## src/rtl/event_readout_seq_pkg.sv

```systemverilog
package event_readout_seq_pkg;

  typedef enum logic [1:0] {
    MODE_WRITE = 2'd0,
    MODE_ACQ   = 2'd1,
    MODE_READ  = 2'd2,
    MODE_RSVD  = 2'd3
  } mode_e;

  // per-edge commands from control to datapath
  typedef struct packed {
    logic loadCfg;      // write-in phase: sample configuration
    logic clearHits;    // first edge of acquisition
    logic captureHits;  // any edge of acquisition
  } strobe_t;

endpackage

```

## src/rtl/event_readout_seq_ctrl.sv

```systemverilog
module event_readout_seq_ctrl
  import event_readout_seq_pkg::*;
#(
  parameter int NUM_CH = 52,
  parameter int POS_W  = $clog2(NUM_CH + 1)
) (
  input  logic             clk,
  input  logic             rstN,
  input  logic [1:0]       modeIn,
  output strobe_t          stb,
  output logic             tokActive,
  output logic [POS_W-1:0] tokPos,
  output logic             roDone
);

  localparam logic [POS_W-1:0] TEMP_SLOT = POS_W'(NUM_CH);

  logic isAcq, isRead, isWrite;
  logic prevAcq, prevRead;

  assign isAcq   = (modeIn == MODE_ACQ);
  assign isRead  = (modeIn == MODE_READ);
  assign isWrite = !isAcq && !isRead;

  assign stb.loadCfg     = isWrite;
  assign stb.clearHits   = isAcq && !prevAcq;
  assign stb.captureHits = isAcq;

  always_ff @(posedge clk or negedge rstN) begin
    if (!rstN) begin
      prevAcq   <= 1'b0;
      prevRead  <= 1'b0;
      tokActive <= 1'b0;
      tokPos    <= '0;
      roDone    <= 1'b0;
    end else begin
      prevAcq  <= isAcq;
      prevRead <= isRead;
      roDone   <= 1'b0;
      if (isRead && !prevRead) begin
        tokActive <= 1'b1;
        tokPos    <= '0;
      end else if (!isRead) begin
        tokActive <= 1'b0;
        tokPos    <= '0;
      end else if (tokActive) begin
        if (tokPos == TEMP_SLOT) begin
          tokActive <= 1'b0;
          tokPos    <= '0;
          roDone    <= 1'b1;
        end else begin
          tokPos <= tokPos + 1'b1;
        end
      end
    end
  end

  // a held token in readout moves exactly one step per edge
  a_r7_token_step: assert property (@(posedge clk) disable iff (!rstN)
    (tokActive && isRead && prevRead && tokPos != TEMP_SLOT)
      |=> (tokActive && tokPos == $past(tokPos) + 1'b1));

  // done is a single-cycle pulse followed by an idle token
  a_r9_done_single: assert property (@(posedge clk) disable iff (!rstN)
    roDone |=> (!roDone && !tokActive));

  // outside readout no token survives an edge
  a_r10_no_token_outside: assert property (@(posedge clk) disable iff (!rstN)
    !isRead |=> (!tokActive && !roDone));

endmodule

```

## src/rtl/event_readout_seq_datapath.sv

```systemverilog
module event_readout_seq_datapath
  import event_readout_seq_pkg::*;
#(
  parameter int NUM_CATH = 4,
  parameter int NUM_CFG  = 48,
  parameter int NUM_CH   = NUM_CATH + NUM_CFG,
  parameter int POS_W    = $clog2(NUM_CH + 1)
) (
  input  logic               clk,
  input  logic               rstN,
  input  strobe_t            stb,
  input  logic [NUM_CH-1:0]  hitIn,
  input  logic [NUM_CH-1:0]  cfgEnIn,
  input  logic [NUM_CFG-1:0] cfgPadIn,
  input  logic               padMaskIn,
  input  logic               tokActive,
  input  logic [POS_W-1:0]   tokPos,
  output logic               eventFlag,
  output logic [NUM_CH-1:0]  ampSel,
  output logic [NUM_CH-1:0]  timeSel,
  output logic               tempSel
);

  localparam logic [POS_W-1:0] TEMP_SLOT = POS_W'(NUM_CH);

  logic [NUM_CH-1:0]  cfgEnQ;
  logic [NUM_CFG-1:0] cfgPadQ;
  logic               padMaskQ;
  logic [NUM_CH-1:0]  hitQ;
  logic [NUM_CH-1:0]  padVec;
  logic [NUM_CH-1:0]  countedHits;
  logic [NUM_CH-1:0]  chanSel;
  logic [NUM_CH-1:0]  newHits;

  always_ff @(posedge clk or negedge rstN) begin
    if (!rstN) begin
      cfgEnQ   <= '0;
      cfgPadQ  <= '0;
      padMaskQ <= 1'b1;
    end else if (stb.loadCfg) begin
      cfgEnQ   <= cfgEnIn;
      cfgPadQ  <= cfgPadIn;
      padMaskQ <= padMaskIn;
    end
  end

  assign newHits = hitIn & cfgEnQ;

  always_ff @(posedge clk or negedge rstN) begin
    if (!rstN)                hitQ <= '0;
    else if (stb.clearHits)   hitQ <= newHits;
    else if (stb.captureHits) hitQ <= hitQ | newHits;
  end

  assign padVec      = {cfgPadQ, {NUM_CATH{1'b0}}};
  assign countedHits = padMaskQ ? (hitQ & ~padVec) : hitQ;
  assign eventFlag   = !stb.loadCfg && (|countedHits);

  for (genvar k = 0; k < NUM_CH; k++) begin : g_sel
    assign chanSel[k] = tokActive && (tokPos == POS_W'(k));
  end

  assign ampSel  = chanSel;
  assign timeSel = chanSel;
  assign tempSel = tokActive && (tokPos == TEMP_SLOT);

  // at most one readout slot selected
  a_r11_sel_onehot: assert property (@(posedge clk) disable iff (!rstN)
    $onehot0({ampSel, tempSel}));

  // configuration frozen outside write-in
  a_r2_cfg_hold: assert property (@(posedge clk) disable iff (!rstN)
    !stb.loadCfg |=> ($stable(cfgEnQ) && $stable(cfgPadQ) && $stable(padMaskQ)));

  // latches frozen outside acquisition
  a_r3_hits_hold: assert property (@(posedge clk) disable iff (!rstN)
    !stb.captureHits |=> $stable(hitQ));

  // no flag in write-in
  a_r6_flag_quiet: assert property (@(posedge clk) disable iff (!rstN)
    stb.loadCfg |-> !eventFlag);

endmodule

```

## src/rtl/event_readout_seq.sv

```systemverilog
module event_readout_seq
  import event_readout_seq_pkg::*;
#(
  parameter int NUM_CATH = 4,
  parameter int NUM_CFG  = 48
) (
  input  logic                          clk,
  input  logic                          rstN,
  input  logic [1:0]                    modeIn,
  input  logic [NUM_CATH+NUM_CFG-1:0]   hitIn,
  input  logic [NUM_CATH+NUM_CFG-1:0]   cfgEnIn,
  input  logic [NUM_CFG-1:0]            cfgPadIn,
  input  logic                          padMaskIn,
  output logic                          eventFlag,
  output logic [NUM_CATH+NUM_CFG-1:0]   ampSel,
  output logic [NUM_CATH+NUM_CFG-1:0]   timeSel,
  output logic                          tempSel,
  output logic                          roDone
);

  localparam int NUM_CH = NUM_CATH + NUM_CFG;
  localparam int POS_W  = $clog2(NUM_CH + 1);

  strobe_t          stb;
  logic             tokActive;
  logic [POS_W-1:0] tokPos;

  event_readout_seq_ctrl #(.NUM_CH(NUM_CH), .POS_W(POS_W)) u_ctrl (
    .clk       (clk),
    .rstN      (rstN),
    .modeIn    (modeIn),
    .stb       (stb),
    .tokActive (tokActive),
    .tokPos    (tokPos),
    .roDone    (roDone)
  );

  event_readout_seq_datapath #(
    .NUM_CATH (NUM_CATH),
    .NUM_CFG  (NUM_CFG),
    .NUM_CH   (NUM_CH),
    .POS_W    (POS_W)
  ) u_dp (
    .clk       (clk),
    .rstN      (rstN),
    .stb       (stb),
    .hitIn     (hitIn),
    .cfgEnIn   (cfgEnIn),
    .cfgPadIn  (cfgPadIn),
    .padMaskIn (padMaskIn),
    .tokActive (tokActive),
    .tokPos    (tokPos),
    .eventFlag (eventFlag),
    .ampSel    (ampSel),
    .timeSel   (timeSel),
    .tempSel   (tempSel)
  );

endmodule

```

## config.mk

```make
export PLATFORM = sky130hd
export DESIGN_NAME = event_readout_seq
export DESIGN_NICKNAME = d
export VERILOG_FILES = /design/src/rtl/event_readout_seq_pkg.sv /design/src/rtl/event_readout_seq_ctrl.sv /design/src/rtl/event_readout_seq_datapath.sv /design/src/rtl/event_readout_seq.sv
export SDC_FILE = /design/constraint.sdc
export NUM_CORES = 1
export LEC_CHECK = 0
export CAP_MARGIN = 20
export CORE_MARGIN = 4
export CORE_UTILIZATION = 42
export CTS_BUF_LIST = sky130_fd_sc_hd__clkbuf_4
export DETAILED_ROUTE_END_ITERATION = 7
export PLACE_DENSITY = 0.78
export SLEW_MARGIN = 10
export SYNTH_ARGS = -nofsm -noshare
export SYNTH_HDL_FRONTEND = slang
export SYNTH_SLANG_ARGS = --single-unit
```

## constraint.sdc

```tcl
create_clock -name clk -period 2.1 [get_ports clk]
set_clock_uncertainty 0.2 [all_clocks]
set_input_delay 0.315 -clock clk [delete_from_list [all_inputs] [get_ports clk]]
set_output_delay 0.315 -clock clk [all_outputs]
set_load 0.005 [all_outputs]
```

### Word level (Yosys, flattened, before mapping)

Cells that the tools add are included.

| cells by class | value |
|---|---|
| add/subtract/negate cells | 1 |
| eq/ne operators | 55 |
| multiplexer cells | 15 |
| bitwise operators | 4 |
| reductions and logical operators | 65 |

Operator list:

| kind | count |
|---|---|
| $mux W52 | 3 |
| $eq A6 B6 Y1 const B | 21 |
| $and A52 B52 Y52 | 2 |
| $eq A6 B5 Y1 const B | 16 |
| $logic_and A1 B1 Y1 | 57 |
| $not A52 Y52 | 1 |
| $or A52 B52 Y52 | 1 |
| $reduce_or A52 Y1 | 1 |
| $eq A6 B4 Y1 const B | 8 |
| $eq A6 B3 Y1 const B | 4 |
| $mux W6 | 4 |
| $eq A6 B2 Y1 const B | 2 |
| $mux W1 | 8 |
| $add A6 B1 Y6 const B | 1 |
| $eq A6 B1 Y1 const B | 1 |
| $logic_not A6 Y1 | 1 |
| $logic_not A1 Y1 | 5 |
| $ne A3 B2 Y1 const B | 1 |
| $eq A2 B1 Y1 const B | 1 |
| $eq A2 B2 Y1 const B | 1 |
| $reduce_bool A2 Y1 | 1 |

| storage, ports and cells | value |
|---|---|
| bits in registers | 163 |
| input bits | 157 |
| output and inout port bits | 107 |
| word-level logic and storage cells | 149 |

### Depth between registers and ports, before layout

Gate-level depths: netlist of run 1.

| depth | value |
|---|---|
| word-level depth | 5 |
| gate-level depth with buffers | 7 |
| gate-level depth less buffers | 6 |

### Hierarchy

A second synthesis of run 1 with hierarchy kept.

| unflattened totals | value |
|---|---|
| cells, all modules | 698 |
| area total of the unflattened synthesis | 7528.5 µm² |

Modules (own cells, without submodules):

| module | instances | cells each | area an instance (µm²) |
|---|---|---|---|
| event_readout_seq_datapath | 1 | 643 | 6993.0 |
| event_readout_seq_ctrl | 1 | 55 | 535.5 |

### Worst setup path after synthesis of run 1

Ideal clock, no wire load.

| timing path | value |
|---|---|
| path type | reg2out |
| start | register u_dp.padMaskQ |
| end | output eventFlag |
| data arrival time | 1634 ps |
| data required time | 1585 ps |
| setup slack | -49 ps |
| stages on the path, launching flop included | 6 |
| path buffers | 1 |
| cell sequence | dfstp_2 buf_4 nand2_1 a2111oi_0 nand4_1 o41a_1 |

| between the ends | value |
|---|---|
| longest elaborated chain between the ends | 3 |

RTL lines:

| what | line | RTL |
|---|---|---|
| start, declared | event_readout_seq_datapath.sv:28 | `logic padMaskQ;` |
| start signal, assigned | event_readout_seq_datapath.sv:43 | `padMaskQ <= padMaskIn;` |
| $mux W52 | event_readout_seq_datapath.sv:56 | `assign countedHits = padMaskQ ? (hitQ & ~padVec) : hitQ;` |
| $reduce_or A52 Y1 | event_readout_seq_datapath.sv:57 | `assign eventFlag = !stb.loadCfg && (\|countedHits);` |
| $logic_and A1 B1 Y1 | event_readout_seq_datapath.sv:57 |  |
| end, declared | event_readout_seq.sv:14 | `output logic eventFlag,` |

Every way passes these cells.

### Worst setup path in the final report of run 1

Same ends and word-level chain as after synthesis.

==> results.cfg, run 1 <==
[run_status]
status = complete, but fails checks
violations = negative setup slack

[sta]
clock.fmax_ghz = 0.3066
period_share_pct = 155.3
relSlewSlack_pct = 69.70
slew_violations = 0
hold_viol = 0
setup_viol = 107
grt_setup_unrepaired = yes
setup_ws_ns = -1.161
fin_crit_ns = 3.261
tightest_slew_ns = 0.4505

[detailed_routing]
drt_pass1_iterations = 5
drt-total-wl_mm = 28.64
viasPerCell = 5.434
vias = 6499
drc = 0
first_iter_violations = 337
avgRoutedWirePerCell_um = 23.94
postRouteAntennaNets = 0

[grt]
grt_pass1_wl_mm = 41.54
grt_max_degree = 47
grt-ovfl-total = 0
grt_use_total_pct = 27.78
antenna_found_initial = 3
grt_pass1_vias = 7274

[floorplan]
io-pin-count = 264
die_h_um = 139.7
core_area_um2 = 16760
die-area_um2 = 19510
initial_core_util_pct = 43.46
rows = 47
die_w_um = 139.7

[worst_setup_path]
worstSetupStartpoint = u_dp.padMaskQ
crit_fanout = 5
reg2reg_from = u_ctrl.tokPos[0]
r2r_end = u_ctrl.tokPos[4]
cp-end-kind = output pin
required_ns = 1.58
rrSetupSlack_ns = -0.16
crit_end = eventFlag
cp.arrival_ns = 2.75
worstSetupPathType = register to output pin
ff2ff_path_depth = 11
crit_path_start_kind = register

[yosys]
synth_most_common_cell = dfrtp_1
async_flop_share_pct = 100.0
synth_top_area_cell = dfrtp_1
ys_ff_latch = 163
yosysWarnings = 0
syn_nets = 748
synth_cell_types = 31
avgSynthCellArea_um2 = 12.45
synth_edf_count = 0
synth_area_um2 = 7284
ys_top_cells_by_area = dfrtp_1, mux2_2, a32o_1
ys_seq_area_share_pct = 56.01
synth_ff_type = dfrtp_1
synth_common_cells = dfrtp_1, mux2_2, nor2_1
synthCells = 585
synth_top_area_share_pct = 55.65

[power]
power_density_nw_per_um2 = 617.0
p_int_mw = 5.616
p_total_mw = 7.768
ir_drop_mv = 0.4525
p_clk_share_pct = 25.0
share_comb_of_total_power_pct = 24.0
leakage_nw = 5.456
p_sw_mw = 2.152
power_frac_seq_pct = 51.1
sw_frac_of_total_pct = 27.70

[finish]
fillers = 991
fin_area_um2 = 12590
register_area_um2 = 4083
fin_cells = 1196
num-nets-final = 1124
syn_to_final_growth_pct = 72.83
layout-drive-gt1-share_pct = 54.62
multi_input_area_um2 = 3556

[clock_tree]
htreeDepth = 4
clkTransAtPathRegs_ns = 0.14
cts_tree = built
clock_sinks = 163
numCtsBuffers = 17
clk_latency_ns = 0.57
root_buffer = clkbuf_4
clk_path_buf_depth = 2

[placement]
dp.cells = 1044
io_buffers = 263
detailed_place.area_um2 = 10280
gp_congestion = 0.9640
hpwl_mm = 17.64

[flow_run]
drv_cap = 0

[worst_hold_path]
hp-class = primary input to asynchronous set/reset pin
metrics by stage:
stage	hold WS, ns	worst slack, ns	TNS [ns]	util, %
after CTS	0.06345	-1.050	-46.84	72.62
after floorplan	-0.1806	-0.02470	-0.02470	-
after detailed placement	0.05088	-0.9283	-24.41	61.31
after global routing	0.06194	-1.329	-64.41	75.12
final	0.09740	-1.161	-52.04	75.12
after global placement	0.04226	-0.9140	-17.67	61.31
routing by layer:
| metal | vias to the layer above | wire [um] | global-route usage, % |
|---|---|---|---|
| met3 | 78 | 1856 | 6.998 |
| met4 | 2 | 1631 | 14.43 |
| li1 | 2826 | - | - |
| met2 | 334 | 15180 | 50.37 |
| met1 | 3259 | 9950 | 29.70 |
| met5 | - | 20 | 0 |
cells by family after synthesis:
kind of cell / Yosys count / share of synthesized area, %
simple gates: 117 / 6.819
buf+inv: 94 / 7.729
fa+ha+maj: 6 / 1.031
xor+xnor: 4 / 0.4809
compound gates: 99 / 12.16
mux: 102 / 15.77
flops: 163 / 56.01
how the worst min path moves through the flow:
stage	start	end	slack (ns)	cells after the start
6_report	rstN	u_dp.cfgPadQ[11]	0.1	3
5_1_grt	rstN	u_dp.cfgPadQ[22]	0.06	3
4_1_cts	rstN	u_dp.cfgEnQ[34]	0.06	3
3_5_place_dp	rstN	u_dp.cfgEnQ[34]	0.05	1
3_3_place_gp	rstN	u_dp.cfgEnQ[34]	0.04	1
2_1_floorplan	rstN	u_ctrl.prevAcq	-0.18	0
registers in the layout, summed over array words and instances, names as in the netlist:
name / cells
u_ctrl.prevAcq: 1
u_ctrl.prevRead: 1
u_ctrl.roDone: 1
u_ctrl.tokActive: 1
u_ctrl.tokPos: 6
u_dp.cfgEnQ: 52
u_dp.cfgPadQ: 48
u_dp.hitQ: 52
u_dp.padMaskQ: 1
cell type report:
cell class | count | area share (%)
Timing Repair Buffer | 444 | 34.57
Sequential cell | 163 | 32.43
Multi-Input combinational cell | 329 | 28.24
Tap cell | 220 | 2.186
Clock inverter | 14 | 1.282
Clock buffer | 18 | 1.073
Inverter | 6 | 0.1789
Antenna cell | 2 | 0.03975
power by group through the flow:
stage	registers (mW)	clock network [mW]	logic, mW
after floorplan	3.83	0	0.786
after global placement	3.97	0	1.44
after detailed placement	3.98	0	1.50
after CTS	3.94	1.97	1.79
after global routing	4.01	2.14	1.99
final	3.97	1.94	1.86
placed cells by master, fill, tap and decap left out, types with 5 or more instances in the layout:
master / count
a2111oi_4: 6
a21boi_0: 8
a21boi_1: 12
a21boi_4: 5
a32o_1: 52
buf_12: 18
buf_2: 66
buf_4: 69
buf_6: 124
buf_8: 8
clkbuf_4: 18
clkdlybuf4s50_1: 156
dfrtp_1: 160
ha_4: 5
mux2_2: 102
nand2_1: 20
nand2_2: 5
nand2_4: 6
nand3_4: 5
nand4_1: 5
nor2_4: 55
repair_timing:
| action | CTS | global route |
|---|---|---|
| cloned | 6 | 0 |
| endpoints found under the setup margin | 106 | 110 |
| hold endpoints to repair | 162 | 0 |
| hold buffers | 2 | 0 |
| gates resized for setup | 731 | 77 |
| pin swaps | 52 | 45 |
| buffers inserted | 96 | 34 |
worst max-delay path, stage by stage, from the launching register on:
cell and delay (ns):
dfstp_2 0.60, buf_12 0.12, buf_12 0.10, buf_4 0.12
a21boi_1 0.09, a2111oi_4 0.33, nand4_1 0.21, o41a_1 0.44
buf_2 0.16
Power figures use the tool's default switching activity.
==> inputs of run 2 (changes only) <==
- CORE_UTILIZATION: 42 -> 46
- PLACE_DENSITY: 0.78 -> 0.81
- clock period: 2.1 -> 3.5 ns (I/O delays scaled with it)
==> results.cfg, run 2 (synthesis results as in run 1) <==
[floorplan]
die_h_um = 133.8
die_w_um = 133.8
core_area_um2 = 15370
die-area_um2 = 17910
rows = 45
io-pin-count = 264
initial_core_util_pct = 47.39

[sta]
relSlewSlack_pct = 50.29
setup_viol = 0
setup-tns-final_ns = 0
fin_crit_ns = 3.349
tightest_slew_ns = 0.7456
clock.fmax_ghz = 0.2986
slew_violations = 0
grt_setup_unrepaired = no
period_share_pct = 95.69
hold_viol = 0

[finish]
final_util_pct = 66.94
top_regs = u_dp.cfgEnQ: 52 flops, u_dp.hitQ: 52 flops, u_dp.cfgPadQ: 48 flops
fin_area_um2 = 10290
num-nets-final = 958
syn_to_final_growth_pct = 41.24
layout-drive-gt1-share_pct = 20.32
layout_commonest_cell = clkdlybuf4s50_1
final_cell_mix = clkdlybuf4s50_1, dfrtp_1, mux2_2, nor2_1, a32o_1

[power]
leakage_nw = 4.074
power_density_nw_per_um2 = 441.8
p_total_mw = 4.546
ir_drop_mv = 0.2907

[worst_setup_path]
cpPeakStageDelay_ns = 0.72
reg2reg_from = u_ctrl.tokPos[0]
cp_slowest_cell = dfstp_2
crit_path_start_kind = register
crit_end = eventFlag
cp-end-kind = output pin
cp.arrival_ns = 2.62
worstSetupPathType = register to output pin
crit_fanout = 7
r2r_end = u_ctrl.tokPos[1]
required_ns = 2.77
ff2ff_path_depth = 6
worstSetupStartpoint = u_dp.padMaskQ
worstPathCellList = clkbuf_16 -> nand2_1 -> a2111oi_4 -> nand4_1 -> o41a_1 -> clkbuf_2
rrSetupSlack_ns = 1.56

[detailed_routing]
viasPerCell = 5.463
first_iter_violations = 280
drt_pass1_iterations = 5
vias = 5567
drt-total-wl_mm = 20.80
drc = 0
avgRoutedWirePerCell_um = 20.41
postRouteAntennaNets = 0

[grt]
antenna_found_initial = 3
grt_max_degree = 102
grt-ovfl-total = 0
grt_use_total_pct = 22.77
grt_pass1_wl_mm = 31.48
grt_pass1_vias = 5963

[placement]
gp_congestion = 0.8785
detailed_place.area_um2 = 9749
io_buffers = 263
hpwl_mm = 15.92

[run_status]
status = finished, final reports clean

[clock_tree]
clk_path_buf_depth = 2
clock_sinks = 163
cts_tree = built
clkTransAtPathRegs_ns = 0.12
htreeDepth = 4
numCtsBuffers = 17
root_buffer = clkbuf_4
clk_latency_ns = 0.55

[flow_run]
drv_cap = 0

[worst_hold_path]
hp-class = register to register
-- run 2: changes by cell type in the layout (fill, tap and decap cells not counted), sizes merged --
cell           previous run  this run
clkbuf                   18        21
clkdlybuf4s50           156       261
bufinv                    3         6
clkinv                    5         6
clkinvlp                  4         2
or3b                      2         1
diode                     2         1
buf                     287        13
inv                       8         6
-- run 2: per-stage QoR --
stage | hold WS, ns | worst slack [ns] | instances
floorplan | 0.02941 | 1.135 | 585
global placement | 0.2424 | 0.2149 | 978
detailed placement | 0.2556 | 0.1859 | 978
CTS | 0.2728 | 0.006398 | 1013
global route | 0.2994 | 0.02810 | 1019
finish | 0.2672 | 0.1510 | 1019
-- run 2: worst max-delay path, delay by kind of cell, from the launching register on --
kind / cells / cell delay, ns
flops: 1 / 0.72
compound gates: 2 / 0.81
simple gates: 2 / 0.21
buf+inv: 2 / 0.35
-- run 2: repair_timing --
| item | CTS | global route |
|---|---|---|
| endpoints found under the setup margin | 1 | 1 |
| gates cloned | 0 | 2 |
| pin swaps | 4 | 3 |
| gates resized for setup | 16 | 10 |
| setup buffers | 3 | 3 |
| hold buffers | 1 | 0 |
| hold endpoints to repair | 79 | 0 |
-- run 2: final cells by class --
type | count | area (um^2)
fill | 1119 | 5082
inverter | 6 | 22.52
timing repair buffer | 279 | 2833
sequential | 163 | 4080
antenna | 1 | 2.502
clock buffer | 17 | 127.6
multi-input combinational | 328 | 2723
clock inverter | 14 | 236.5
tap | 211 | 264.0
-- run 2: worst min path at each step --
stage / start / end / slack, ns / cells past startpoint
after detailed placement: u_ctrl.prevRead / u_ctrl.tokActive / 0.26 / 1
after floorplan: rstN / u_ctrl.prevAcq / 0.03 / 0
after global placement: u_ctrl.prevRead / u_ctrl.tokActive / 0.24 / 1
after CTS: u_ctrl.prevRead / u_ctrl.tokActive / 0.27 / 1
after global routing: u_ctrl.prevRead / u_ctrl.tokActive / 0.30 / 1
final: u_ctrl.prevRead / u_ctrl.tokActive / 0.27 / 1
-- run 2: per-layer routing --
layer	part of all wire (%)	up-vias	global-route usage, %	wire, um
li1	-	2496	-	-
met1	36	2777	24.46	7582
met2	53	255	42.45	11040
met3	7.6	35	6.189	1588
met4	2.7	4	8.743	564
met5	0.10	-	0	21
-- run 2: report_power, final --
part / leakage [nW] / internal (mW) / switching (mW)
Clock: 0.187 / 0.705 / 0.643
Combinational: 1.90 / 0.527 / 0.313
Sequential: 1.99 / 2.16 / 0.196
==> inputs of run 3 (changes only) <==
- CAP_MARGIN: 20 -> 40
- CTS_CLUSTER_SIZE: not set -> 24
==> results of run 3 <==
The final DEF is identical to that of run 2; final timing and power are the same.
